[config.mk]
export PLATFORM = sky130hd
export DESIGN_NAME = page_xlate_unit
export DESIGN_NICKNAME = d
export VERILOG_FILES = /design/src/rtl/pxu_pkg.sv /design/src/rtl/pxu_bank.sv /design/src/rtl/pxu_lookup.sv /design/src/rtl/pxu_resp.sv /design/src/rtl/page_xlate_unit.sv
export SDC_FILE = /design/constraint.sdc
export NUM_CORES = 1
export LEC_CHECK = 0
export ABC_AREA = 1
export BUFFER_PORTS_ARGS = -buffer_cell sky130_fd_sc_hd__buf_4
export CAP_MARGIN = 20
export CORE_UTILIZATION = 50
export CTS_BUF_LIST = sky130_fd_sc_hd__clkbuf_2 sky130_fd_sc_hd__clkbuf_4 sky130_fd_sc_hd__clkbuf_8
export CTS_CLUSTER_DIAMETER = 80
export DETAILED_ROUTE_END_ITERATION = 16
export PLACE_DENSITY = 0.68
export SLEW_MARGIN = 0
export SYNTH_ARGS = -nofsm -noshare
export SYNTH_HDL_FRONTEND = slang
export SYNTH_HIERARCHICAL = 1
export SYNTH_SLANG_ARGS = --single-unit
export TNS_END_PERCENT = 50
[constraint.sdc]
create_clock -name clk -period 1.65 [get_ports clk]
set_input_delay 0.0825 -clock clk [delete_from_list [all_inputs] [get_ports clk]]
set_output_delay 0.0825 -clock clk [all_outputs]
set_load 0.02 [all_outputs]
[src/rtl/pxu_pkg.sv]
package pxu_pkg;
  localparam int VA_W    = 16;
  localparam int PG_W    = 3;
  localparam int FRAME_W = 5;
  localparam int FLAG_W  = 2;
  localparam int OFS_W   = VA_W - PG_W;
  localparam int PA_W    = FRAME_W + OFS_W;
  localparam int ENTRY_W = 1 + FLAG_W + FRAME_W;
  localparam int NUM_PG  = 1 << PG_W;
  localparam int NUM_BANK = 2;

  typedef struct packed {
    logic              present;
    logic [FLAG_W-1:0] attr;
    logic [FRAME_W-1:0] frame;
  } pte_t;
endpackage

[src/rtl/pxu_bank.sv]
module pxu_bank #(
  parameter int IDX_W  = 3,
  parameter int DATA_W = 8,
  localparam int DEPTH = 1 << IDX_W
) (
  input  logic              clk,
  input  logic              rst,
  input  logic              we,
  input  logic [IDX_W-1:0]  widx,
  input  logic [DATA_W-1:0] wdata,
  input  logic [IDX_W-1:0]  ridx,
  output logic [DATA_W-1:0] rdata
);
  logic [DATA_W-1:0] slot [DEPTH];

  // One register per entry; the read path sees the value before this edge.
  for (genvar i = 0; i < DEPTH; i++) begin : g_slot
    always_ff @(posedge clk) begin
      if (rst) begin
        slot[i] <= '0;
      end else if (we && (widx == IDX_W'(i))) begin
        slot[i] <= wdata;
      end
    end
  end

  always_comb rdata = slot[ridx];
endmodule

[src/rtl/pxu_lookup.sv]
module pxu_lookup
  import pxu_pkg::*;
(
  input  pte_t              pte,
  input  logic [VA_W-1:0]   va,
  output logic [PA_W-1:0]   pa,
  output logic [FLAG_W-1:0] attr,
  output logic              fault
);
  always_comb begin
    if (pte.present) begin
      pa    = {pte.frame, va[OFS_W-1:0]};
      attr  = pte.attr;
      fault = 1'b0;
    end else begin
      pa    = '0;
      attr  = '0;
      fault = 1'b1;
    end
  end
endmodule

[src/rtl/pxu_resp.sv]
module pxu_resp
  import pxu_pkg::*;
(
  input  logic              clk,
  input  logic              rst,
  input  logic              in_valid,
  input  logic [PA_W-1:0]   in_pa,
  input  logic [FLAG_W-1:0] in_attr,
  input  logic              in_fault,
  output logic              out_valid,
  output logic [PA_W-1:0]   out_pa,
  output logic [FLAG_W-1:0] out_attr,
  output logic              out_fault
);
  always_ff @(posedge clk) begin
    if (rst || !in_valid) begin
      out_valid <= 1'b0;
      out_pa    <= '0;
      out_attr  <= '0;
      out_fault <= 1'b0;
    end else begin
      out_valid <= 1'b1;
      out_pa    <= in_pa;
      out_attr  <= in_attr;
      out_fault <= in_fault;
    end
  end
endmodule

[src/rtl/page_xlate_unit.sv]
module page_xlate_unit
  import pxu_pkg::*;
(
  input  logic              clk,
  input  logic              rst,
  input  logic              req_valid,
  input  logic [VA_W-1:0]   req_va,
  input  logic              req_ifetch,
  input  logic              wr_en,
  input  logic              wr_ispace,
  input  logic [PG_W-1:0]   wr_idx,
  input  logic [ENTRY_W-1:0] wr_entry,
  output logic              rsp_valid,
  output logic [PA_W-1:0]   rsp_pa,
  output logic [FLAG_W-1:0] rsp_flags,
  output logic              rsp_fault
);
  logic [ENTRY_W-1:0] bank_rd [NUM_BANK];
  logic [PG_W-1:0]    page_idx;
  pte_t               sel_pte;
  logic [PA_W-1:0]    xl_pa;
  logic [FLAG_W-1:0]  xl_attr;
  logic               xl_fault;

  assign page_idx = req_va[VA_W-1 -: PG_W];

  // Bank 0 holds data mappings, bank 1 instruction mappings.
  for (genvar b = 0; b < NUM_BANK; b++) begin : g_bank
    logic bank_we;
    assign bank_we = wr_en && (wr_ispace == b[0]);
    pxu_bank #(.IDX_W(PG_W), .DATA_W(ENTRY_W)) u_bank (
      .clk   (clk),
      .rst   (rst),
      .we    (bank_we),
      .widx  (wr_idx),
      .wdata (wr_entry),
      .ridx  (page_idx),
      .rdata (bank_rd[b])
    );
  end

  always_comb sel_pte = pte_t'(bank_rd[req_ifetch]);

  pxu_lookup u_lookup (
    .pte   (sel_pte),
    .va    (req_va),
    .pa    (xl_pa),
    .attr  (xl_attr),
    .fault (xl_fault)
  );

  pxu_resp u_resp (
    .clk       (clk),
    .rst       (rst),
    .in_valid  (req_valid),
    .in_pa     (xl_pa),
    .in_attr   (xl_attr),
    .in_fault  (xl_fault),
    .out_valid (rsp_valid),
    .out_pa    (rsp_pa),
    .out_attr  (rsp_flags),
    .out_fault (rsp_fault)
  );
endmodule

Word-level counts from Yosys, hierarchy flattened
Memory sizes are Yosys's and may differ from the RTL's.
Index checks and enable logic that the tools add are counted.
{"block": "totals", "register_bits": 22, "mem_count": 2, "mem_bits_rw": 128, "in_bits": 33, "elab_cells": 126, "out_inout_bits": 22}
{"memory": "g_bank[0].u_bank.slot", "words": 8, "word_bits": 8, "rd": 1, "rd_clocked_by_memory_dff": 0, "write_ports": 8, "line_no": "pxu_bank.sv:14", "rtl": "logic [DATA_W-1:0] slot [DEPTH];"}
{"memory": "g_bank[1].u_bank.slot", "words": 8, "word_bits": 8, "rd": 1, "rd_clocked_by_memory_dff": 0, "write_ports": 8, "line_no": "pxu_bank.sv:14"}
{"block": "op_classes", "n_reduce_logical": 22, "muxes": 71, "bitwise_logic": 19, "n_eq_ne": 7, "n_lt_le_gt_ge": 1}
{"op": "$mux W8", "n": 19}
{"op": "$mux W1", "n": 52}
{"op": "$logic_and A1 B1 Y1", "n": 18}
{"op": "$or A1 B1 Y1", "n": 16}
{"op": "$eq A3 B3 Y1 const B", "n": 4}
{"op": "$eq A3 B2 Y1 const B", "n": 2}
{"op": "$eq A3 B1 Y1 const B", "n": 1}
{"op": "$logic_not A3 Y1", "n": 1}
{"op": "$ge A2 B2 Y1 const B", "n": 1}
{"op": "$not A1 Y1", "n": 2}
{"op": "$not A1 Y2", "n": 1}
{"op": "$reduce_or A2 Y1", "n": 1}
{"op": "$logic_not A1 Y1", "n": 1}
{"op": "$logic_or A1 B1 Y1", "n": 1}

Logic depth before layout (Yosys ltp)
{"block": "logic_depth", "ltp_word": 7, "ltp_mapped": 15, "mapped_depth_nobuf": 12}

Hierarchy
The synthesis kept the hierarchy.
{"mod": "pxu_bank", "area_per_inst_um2": 3352.0, "seq_area_each_um2": 1921.8, "n_inst": 2, "cells_each": 386}
{"mod": "pxu_resp", "area_per_inst_um2": 691.9, "seq_area_each_um2": 440.4, "n_inst": 1, "cells_each": 69}
{"mod": "pxu_lookup", "area_per_inst_um2": 176.4, "seq_area_each_um2": 0.0, "n_inst": 1, "cells_each": 43}
{"mod": "page_xlate_unit", "area_per_inst_um2": 120.1, "seq_area_each_um2": 0.0, "n_inst": 1, "cells_each": 30}

Least setup slack after synthesis
OpenSTA, ideal clock, no wires.
{"block": "synth_timing", "kind": "input port to flip-flop", "from": "input req_va[13]", "to": "register u_resp.out_attr[1]", "required_ns": 1.538, "stages": 15, "n_path_buf": 3, "setup_slack_ns": 0.401, "setup_ns": 0.112, "t_arrival_ns": 1.137, "cell_sequence": "buf_4 > inv_2 > buf_4 > nand2_1 > nand3_1 > nand2_1 > nand2_1 > nand2_1 > nand2_1 > nand2_1 > buf_6 > nand2_1 > inv_1 > inv_1 > nor2_4"}
{"element": "start: declaration", "line_no": "page_xlate_unit.sv:7", "rtl": "input logic [VA_W-1:0] req_va,"}
{"element": "end signal: assignment", "line_no": "pxu_resp.sv:24", "rtl": "out_attr <= in_attr;"}
{"element": "end: declaration", "line_no": "pxu_resp.sv:12", "rtl": "output logic [FLAG_W-1:0] out_attr,"}

==> flow_summary.json <==
{
  "outcome": "finished clean",
  "drtPass1Iterations": 5,
  "critPathCaptureType": "flip-flop",
  "antenna_cells": 0,
  "critPathLaunchType": "flip-flop",
  "hold_ws_ns": 0.0821,
  "synth_cell_types": 20,
  "critPathMaxStageDelay_ns": 0.37,
  "fmax_mhz": 712,
  "drc": 0,
  "hp-class": "input port to flip-flop",
  "ctsResizeCount": 0,
  "synth_edf_count": 128,
  "post-place-ws_ns": 0.177,
  "grt_pass1_vias": 5419,
  "avgSynthCellArea_um2": 8.42,
  "fin_crit_ns": 1.40,
  "antenna_found_initial": 0,
  "port_buffers": 54,
  "slowest_stage": "edfxtp_1",
  "grt_first_pass_wirelength_um": 27800,
  "slew_headroom_pct": 70.7,
  "rsz0062_at_grt": "no",
  "clock_path_buffers": 2,
  "crit_type": "flip-flop to flip-flop",
  "ir_drop_mv": 0.537,
  "final_common_cell": "nand2_1",
  "grt_use_total_pct": 23.7,
  "dpl.cell_count": 1145,
  "die_w_um": 126,
  "ys.flop_type": "edfxtp_1",
  "yosysTopAreaCell": "edfxtp_1",
  "drt_iter0_drc": 474,
  "cp.arrival_ns": 1.74,
  "seq_area_frac_synth_pct": 55.7,
  "timing.critical_path.fanout_max": 21,
  "hold_violations": 0,
  "wl_per_cell_um": 14.5,
  "vias": 5756,
  "syn_nets": 947,
  "cts-buffers-inserted": 17,
  "gp_congestion": 0.858,
  "die_h_um": 126,
  "io_pins": 55,
  "cts.clk_slew.worst_paths_ns": 0.08,
  "finalWirelength_um": 17300,
  "cts_tree": "yes",
  "powerDensity_nw_per_um2": 951,
  "root_buffer": "clkbuf_8",
  "critPathMostFrequentCell": "nand2_1",
  "grt_max_degree": 22,
  "cts_sinks": 150,
  "htreeDepth": 4,
  "row_count": 44,
  "fin_skew_ns": 0.00937,
  "die-area_um2": 15900,
  "synth_cells": 914,
  "ant_nets": 0,
  "maxCapViolCount": 0,
  "layout_common_cells": "nand2_1, inv_1, nor2_1",
  "nets": 1026,
  "start_util_pct": 52.1,
  "critPathRequiredTime_ns": 1.98,
  "crit_chain": "inv_1, nand2_1, nand3_1, nand2_1, nand2_1, nand2_1, nand2_1, nand2_1, buf_12, nand2_1, inv_1, inv_1, nor2_4",
  "vias_per_cell": 4.84,
  "period_share_pct": 85.1,
  "fin_tns_setup_ns": 0,
  "setup_violations": 0,
  "synthesis.area_um2": 7690,
  "stdcell_count": 1190,
  "gr-total-overflow": 0,
  "insertion_delay_ns": 0.45,
  "dp_hpwl_um": 12000,
  "tightestPinTransition_ns": 0.438,
  "cts_setup_buffers": 0,
  "synthToLayoutAreaGrowth_pct": 15.0,
  "core_um2": 14800,
  "ys_top_cells_by_area": "edfxtp_1, nand2_1, inv_1, nor2_1, dfxtp_1",
  "ys_warn_count": 6,
  "p_leak_uw": 0.00438,
  "yosysTopAreaCellShare_pct": 50.0,
  "synthArstFlopShare_pct": 0,
  "finalWorstSetupSlack_ns": 0.246,
  "synth-seq-cells": 150,
  "drive_above_1_share_pct": 16.9,
  "maxSlewViolCount": 0
}
## layout make-up
type | instances | area (um^2)
fill | 1321 | 5900
sequential | 150 | 4280
multi-input combinational | 526 | 2390
inverter | 209 | 805
timing repair buffer | 89 | 713
clock buffer | 18 | 241
tap | 184 | 230
clock inverter | 14 | 181
## layer usage
layer	GRT usage, %	vias to the layer above	part of all wire [%]
met3	5.10	35	6.8
met4	11.6	0	3.0
met1	32.0	2620	45
li1	-	2898	-
met2	36.5	203	46
met5	0	-	0
## sequential cells by signal, summed over array words and instances (netlist names)
register and flops:
u_resp/out_valid 1, u_resp/out_pa 18, u_resp/out_fault 1, g_bank.u_bank/slot 128, u_resp/out_attr 2
## final timing paths
path	start	end	slack, ns	depth (start not counted)
worst max-delay path	g_bank[1].u_bank/slot[3][7]$_SDFFCE_PN0P_	u_resp/out_attr[1]$_SDFF_PP0_	0.25	13
worst min register to register	g_bank[1].u_bank/slot[0][6]$_SDFFCE_PN0P_	u_resp/out_attr[1]$_SDFF_PP0_	0.95	12
worst max register to register	g_bank[1].u_bank/slot[3][7]$_SDFFCE_PN0P_	u_resp/out_attr[1]$_SDFF_PP0_	0.25	13
worst min-delay path	req_ifetch	u_resp/out_pa[14]$_SDFF_PP0_	0.08	7
## worst max-delay path: cells and delay by family, from the launching register on
kind / cells / cell delay, ns
buffers and inverters: 4 / 0.35
DFF: 1 / 0.37
and+or+nand+nor: 9 / 0.57
## cells by family after synthesis
logic type             after synthesis  synth area share [%]
AOI/OAI and AO/OA                    2                 0.130
DFF                                150                  55.7
and+or+nand+nor                    524                  31.0
buffers and inverters              238                  13.2
## metrics by stage
| step | power, uW | util, % | instance area [um^2] |
|---|---|---|---|
| CTS | 8470 | 60.0 | 8850 |
| global route | 8770 | 60.0 | 8850 |
| floorplan | 5120 | - | 7690 |
| finish | 8420 | 60.0 | 8850 |
| global placement | 5450 | 56.2 | 8300 |
| detailed placement | 5460 | 56.2 | 8300 |
## where the power goes
| part | leakage (uW) | internal [uW] | switching (uW) | total, uW |
|---|---|---|---|---|
| registers | 0.00140 | 4310 | 53.0 | 4370 |
| logic | 0.00276 | 340 | 700 | 1040 |
| clock network | 0.000214 | 1650 | 1360 | 3010 |
| total | 0.00438 | 6300 | 2110 | 8420 |
## synth_stat cells (3+ instances only)
cell type / instances
edfxtp_1: 128
nand3_4: 14
nor2_4: 6
nand3_1: 64
buf_6: 5
buf_2: 8
inv_1: 192
inv_4: 4
buf_4: 14
nor2_1: 131
nor2_2: 19
inv_2: 11
nand2_1: 283
dfxtp_1: 22
nand2_2: 3
## timing repair
item,4_1_cts,5_1_grt
endpoints found under the hold margin,13,0
setup endpoints to repair,0,0
hold buffers,13,0
Note: power is estimated with default switching activity, not from simulation.
